--- config.mk ---
export PLATFORM = sky130hd
export DESIGN_NAME = dual_digit_latch_drv
export DESIGN_NICKNAME = d
export VERILOG_FILES = /design/src/rtl/dlatch_pkg.sv /design/src/rtl/dlatch_ctrl.sv /design/src/rtl/dlatch_datapath.sv /design/src/rtl/dual_digit_latch_drv.sv
export SDC_FILE = /design/constraint.sdc
export NUM_CORES = 1
export LEC_CHECK = 0
export BUFFER_PORTS_ARGS = -buffer_cell sky130_fd_sc_hd__buf_2
export CAP_MARGIN = 20
export CORE_AREA = 2 2 39 41
export CTS_CLUSTER_DIAMETER = 150
export DETAILED_ROUTE_END_ITERATION = 8
export DIE_AREA = 0 0 41 43
export SETUP_SLACK_MARGIN = 0.4
export SYNTH_ARGS = -nofsm -noshare
export SYNTH_HDL_FRONTEND = slang
export SYNTH_HIERARCHICAL = 1
export SYNTH_SLANG_ARGS = --single-unit
--- constraint.sdc ---
create_clock -name clk -period 1.19 [get_ports clk]
set_clock_uncertainty 0.15 [all_clocks]
set_input_delay 0.1785 -clock clk [delete_from_list [all_inputs] [get_ports clk]]
set_output_delay 0.1785 -clock clk [all_outputs]
set_load 0.01 [all_outputs]
--- src/rtl/dlatch_pkg.sv ---
package dlatch_pkg;
  typedef struct packed {
    logic driveLeft;
    logic driveRight;
  } slotStrobe_t;
endpackage

--- src/rtl/dlatch_ctrl.sv ---
module dlatch_ctrl
  import dlatch_pkg::*;
(
  input  logic        clk,
  input  logic        rst,
  output slotStrobe_t strobe
);
  // phase 0 selects the left slot at the coming edge, phase 1 the right
  logic phase;

  always_ff @(posedge clk) begin
    if (rst) phase <= 1'b0;
    else     phase <= ~phase;
  end

  always_comb begin
    strobe.driveLeft  = ~rst & ~phase;
    strobe.driveRight = ~rst &  phase;
  end
endmodule

--- src/rtl/dlatch_datapath.sv ---
module dlatch_datapath
  import dlatch_pkg::*;
#(
  parameter int SEG_W = 7
) (
  input  logic             clk,
  input  logic             rst,
  input  slotStrobe_t      strobe,
  input  logic [SEG_W-1:0] patLeft,
  input  logic [SEG_W-1:0] patRight,
  output logic [SEG_W-1:0] segBus,
  output logic             enLeft,
  output logic             enRight
);
  localparam logic [SEG_W-1:0] ALL_DARK = {SEG_W{1'b1}};

  // bus and enables share one register stage, so data is steady while enabled
  always_ff @(posedge clk) begin
    if (rst) begin
      segBus  <= ALL_DARK;
      enLeft  <= 1'b0;
      enRight <= 1'b0;
    end else begin
      enLeft  <= strobe.driveLeft;
      enRight <= strobe.driveRight;
      if (strobe.driveLeft)       segBus <= ~patLeft;
      else if (strobe.driveRight) segBus <= ~patRight;
      else                        segBus <= ALL_DARK;
    end
  end

  p_reset_blank_r1: assert property (@(posedge clk)
    rst |=> (segBus == ALL_DARK && !enLeft && !enRight));

  p_first_left_r2: assert property (@(posedge clk) disable iff (rst)
    $past(rst) |=> (enLeft && !enRight));

  p_exclusive_r3: assert property (@(posedge clk) disable iff (rst)
    !(enLeft && enRight));

  p_alt_left_r4: assert property (@(posedge clk) disable iff (rst)
    enLeft |=> (enRight && !enLeft));

  p_alt_right_r4: assert property (@(posedge clk) disable iff (rst)
    enRight |=> (enLeft && !enRight));

  p_left_data_r5: assert property (@(posedge clk) disable iff (rst)
    enLeft |-> (segBus == ~$past(patLeft)));

  p_right_data_r6: assert property (@(posedge clk) disable iff (rst)
    enRight |-> (segBus == ~$past(patRight)));
endmodule

--- src/rtl/dual_digit_latch_drv.sv ---
module dual_digit_latch_drv
  import dlatch_pkg::*;
#(
  parameter int SEG_W = 7
) (
  input  logic             clk,
  input  logic             rst,
  input  logic [SEG_W-1:0] patLeft,
  input  logic [SEG_W-1:0] patRight,
  output logic [SEG_W-1:0] segBus,
  output logic             enLeft,
  output logic             enRight
);
  slotStrobe_t strobe;

  dlatch_ctrl u_ctrl (
    .clk    (clk),
    .rst    (rst),
    .strobe (strobe)
  );

  dlatch_datapath #(.SEG_W(SEG_W)) u_dp (
    .clk      (clk),
    .rst      (rst),
    .strobe   (strobe),
    .patLeft  (patLeft),
    .patRight (patRight),
    .segBus   (segBus),
    .enLeft   (enLeft),
    .enRight  (enRight)
  );
endmodule

# Word-level counts from Yosys, hierarchy flattened

Cells that the tools add are included.

Multiplexer cells: 2
Bitwise operators: 6

Operator list:

| operator          | number |
|---|---|
| 7-bit two-way mux | 2 |
| 7-bit inverter    | 2 |
| 1-bit AND         | 2 |
| 1-bit inverter    | 2 |

Input port bits: 16
Output and inout bits: 9
Flip-flop bits (word level): 10

# Longest topological paths before layout

Depth in word-level cells: 4
Gate-level depth with buffers: 4
Depth with buffers taken out: 3

# By module

The synthesis kept the hierarchy.

By module, submodules not included:

| module          | instances | area each (µm²) | sequential area each (µm²) | cells each |
|---|---|---|---|---|
| dlatch_datapath | 1         | 344.1           | 180.2                      | 35 |
| dlatch_ctrl     | 1         | 36.3            | 20.0                       | 4 |

# Worst setup path before layout

No wires, ideal clock.

Kind: reg-to-reg
Start: register u_ctrl.phase
End: register u_dp.segBus[5]
Path buffers: 1
Required time: 0.926 ns
Library setup time: 0.114 ns
Stages on the path, launching flop included: 5
Arrival: 0.838 ns
Clock period less this slack: 1.102 ns
Path slack: 0.088 ns
Path through: dfxtp_1 nor2_1 buf_6 nand2_1 a21o_1

RTL lines:

| item                     | RTL line              | RTL |
|---|---|---|
| start: declaration       | dlatch_ctrl.sv:9      | `logic phase;` |
| start signal: assignment | dlatch_ctrl.sv:13     | `else phase <= ~phase;` |
| end signal: assignment   | dlatch_datapath.sv:26 | `if (strobe.driveLeft) segBus <= ~patLeft;` |
| end signal: assignment   | dlatch_datapath.sv:27 | `else if (strobe.driveRight) segBus <= ~patRight;` |
| end: declaration         | dlatch_datapath.sv:11 | `output logic [SEG_W-1:0] segBus,` |

==> metrics.cfg <==
[logic_synthesis]
synth_simple_gate_area_share_pct = 28.29
muxShareOfSynthArea_pct = 0
syn_nets = 55
synth-compound-area-share_pct = 13.82
ys_types = 10
synth_xor_area_share_pct = 0
avgSynthCellArea_um2 = 9.753
synth_fa_ha_area_share_pct = 0
synth_area_um2 = 380.4
synthCells = 39
ys_warn_count = 6
synth_top_family_by_area = simple AND/OR/NAND/NOR gates
synth-seq-cells = 10
synth_seq_area_share_pct = 52.63

[worst_setup_path]
critPathCaptureType = register
r2r_cells = 3
cpPeakStageDelay_ns = 0.35
slowest_stage = dfxtp_4
worstReg2RegEnd = u_dp/segBus[5]
crit_path_cell_trace = nor2_4 -> nand2_1 -> a21o_1
cp_max_fo = 15
crit_start = u_ctrl/phase
ff2ff_setup_slack_ns = 0.08
critPathKind = reg2reg
crit_required_ns = 1.20
reg2reg_from = u_ctrl/phase
worst_setup_path_start_kind = register
arrival_ns = 1.11

[global_routing]
grt_pass1_wl_um = 1248
first_global_vias = 295
track_usage_pct = 11.16
overflow = 0
grt_max_degree = 16
antenna_found_initial = 0

[power_and_ir_drop]
p_leak_nw = 0.2631
total_power_mw = 0.7750
p_per_area_mw_per_mm2 = 1312
irDropWorstVdd_uv = 558.4

[clock_tree]
clock_sinks = 10
cts_buffers = 3
cts_hold_buf = 0
root_buffer = clkbuf_4
clk_pin_slew_ns = 0.07
cts_tree = yes
postCtsSetupBuffers = 0
cts_max_path_buffers = 2
insertion_delay_ns = 0.26
htreeDepth = 1

[sta]
report.final.slew_viol_count = 0
rsz0062_at_grt = true
setup_ws_ns = 0.08464
max_slew.worst_pin.slew_ns = 0.2665
tns_ns = 0
finalCriticalPeriod_ns = 1.105
finalSetupViolCount = 0
fin_crit_sh_pct = 92.89
final_hold_viol_count = 0
clock.fmax_ghz = 0.9047
relSlewSlack_pct = 82.19

[routing]
vias = 380
ant_nets = 0
first_iter_violations = 8
routed_wl_um = 832
dr.pass1.iters = 4
wire_per_inst_um = 10.15
routed_via_density = 4.634
drc = 0

[layout]
fillCellCount = 136
mostFrequentLayoutCells = buf_2, nand2_1, nand3b_1, a21o_1, dfxtp_1
diodes = 0
drive_gt1_share_pct = 54.55
finalNetCount = 83
final_common_cell = buf_2
syn2layout_area_growth_pct = 55.26

[die]
dieArea_mm2 = 0.001763
core_area_mm2 = 0.001384
die_w_um = 41
io_pins = 25
rows = 14
die_y_um = 43
start_util_pct = 27.49

[hold_path]
hold_depth = 3
hold_end = u_dp/segBus[4]
worstHoldStart = patLeft[4]
hold_path.class = in2reg

[placement]
gp_congestion = 0.6445
io_buffers = 24
dp_hpwl_um = 617.9
place_ws_ns = 0.06760

[flow_run]
drv_cap = 0

[run_status]
status = finished, final reports clean

-- Yosys cell counts, drive strengths merged --
library cell	n	area, um^2
dfxtp	10	200.2
nand2	7	26.28
nor2	2	7.510
nor2b	3	21.27
buf	2	16.26
a21o	7	52.55
nand3b	7	52.55
clkbuf	1	3.750
-- registers in the layout, indices dropped and copies added (netlist names) --
register,flops
u_dp/segBus,7
u_ctrl/phase,1
u_dp/enLeft,1
u_dp/enRight,1
-- report_power, final --
| part | internal (mW) | switching, mW |
|---|---|---|
| registers | 0.352 | 0.00654 |
| clock network | 0.186 | 0.126 |
| logic | 0.0591 | 0.0462 |
-- cells by family (layout without fill, tap and decap cells) --
| kind of cell | count (synthesis) | after routing |
|---|---|---|
| AND/OR/NAND/NOR | 19 | 19 |
| flip-flops | 10 | 10 |
| AO/OA/AOI/OAI | 7 | 7 |
| buffers and inverters | 3 | 30 |
-- routing by layer --
metal  vias up  global-route usage (%)  share of wire (%)
met5         -                       0                  0
li1        183                       -                  -
met3         2                   4.712                9.6
met1       177                   14.52                 43
met4         0                   10.00                1.7
met2        18                   13.13                 46
-- final cells by class --
class,count,area (um^2),area share (%)
Clock buffer,4,36.28,6.144
Multi-Input combinational cell,26,172.7,29.24
Sequential cell,10,207.7,35.17
Tap cell,16,20.02,3.390
Timing Repair Buffer,26,153.9,26.06
-- worst max-delay path, delay by kind of cell, from the launching register on --
family / cells / cell delay, ns
flip-flops: 1 / 0.35
AND/OR/NAND/NOR: 2 / 0.33
AO/OA/AOI/OAI: 1 / 0.17
-- stage by stage --
stage               cell area, um^2  cells  utilization (%)  hold slack, ns
floorplan                     400.4     39                -         0.08781
global placement              529.3     78            38.25          0.2791
detailed placement            529.3     78            38.25          0.2889
CTS                           565.5     82            40.87         0.03364
global route                  590.6     82            42.68         0.03620
finish                        590.6     82            42.68         0.03492
-- how the worst max path moves through the flow --
stage,endpoint,cells after the start
6_report,u_dp/segBus[5],3
5_1_grt,u_dp/segBus[0],3
4_1_cts,u_dp/segBus[0],3
3_5_place_dp,u_dp/segBus[0],3
3_3_place_gp,u_dp/segBus[3],3
2_1_floorplan,u_dp/segBus[0],4
-- repair_timing --
| item | in CTS | in global routing |
|---|---|---|
| resized for setup | 0 | 7 |
| setup endpoints to repair | 18 | 18 |
| pin swaps | 3 | 2 |
Power figures use the tool's default switching activity.
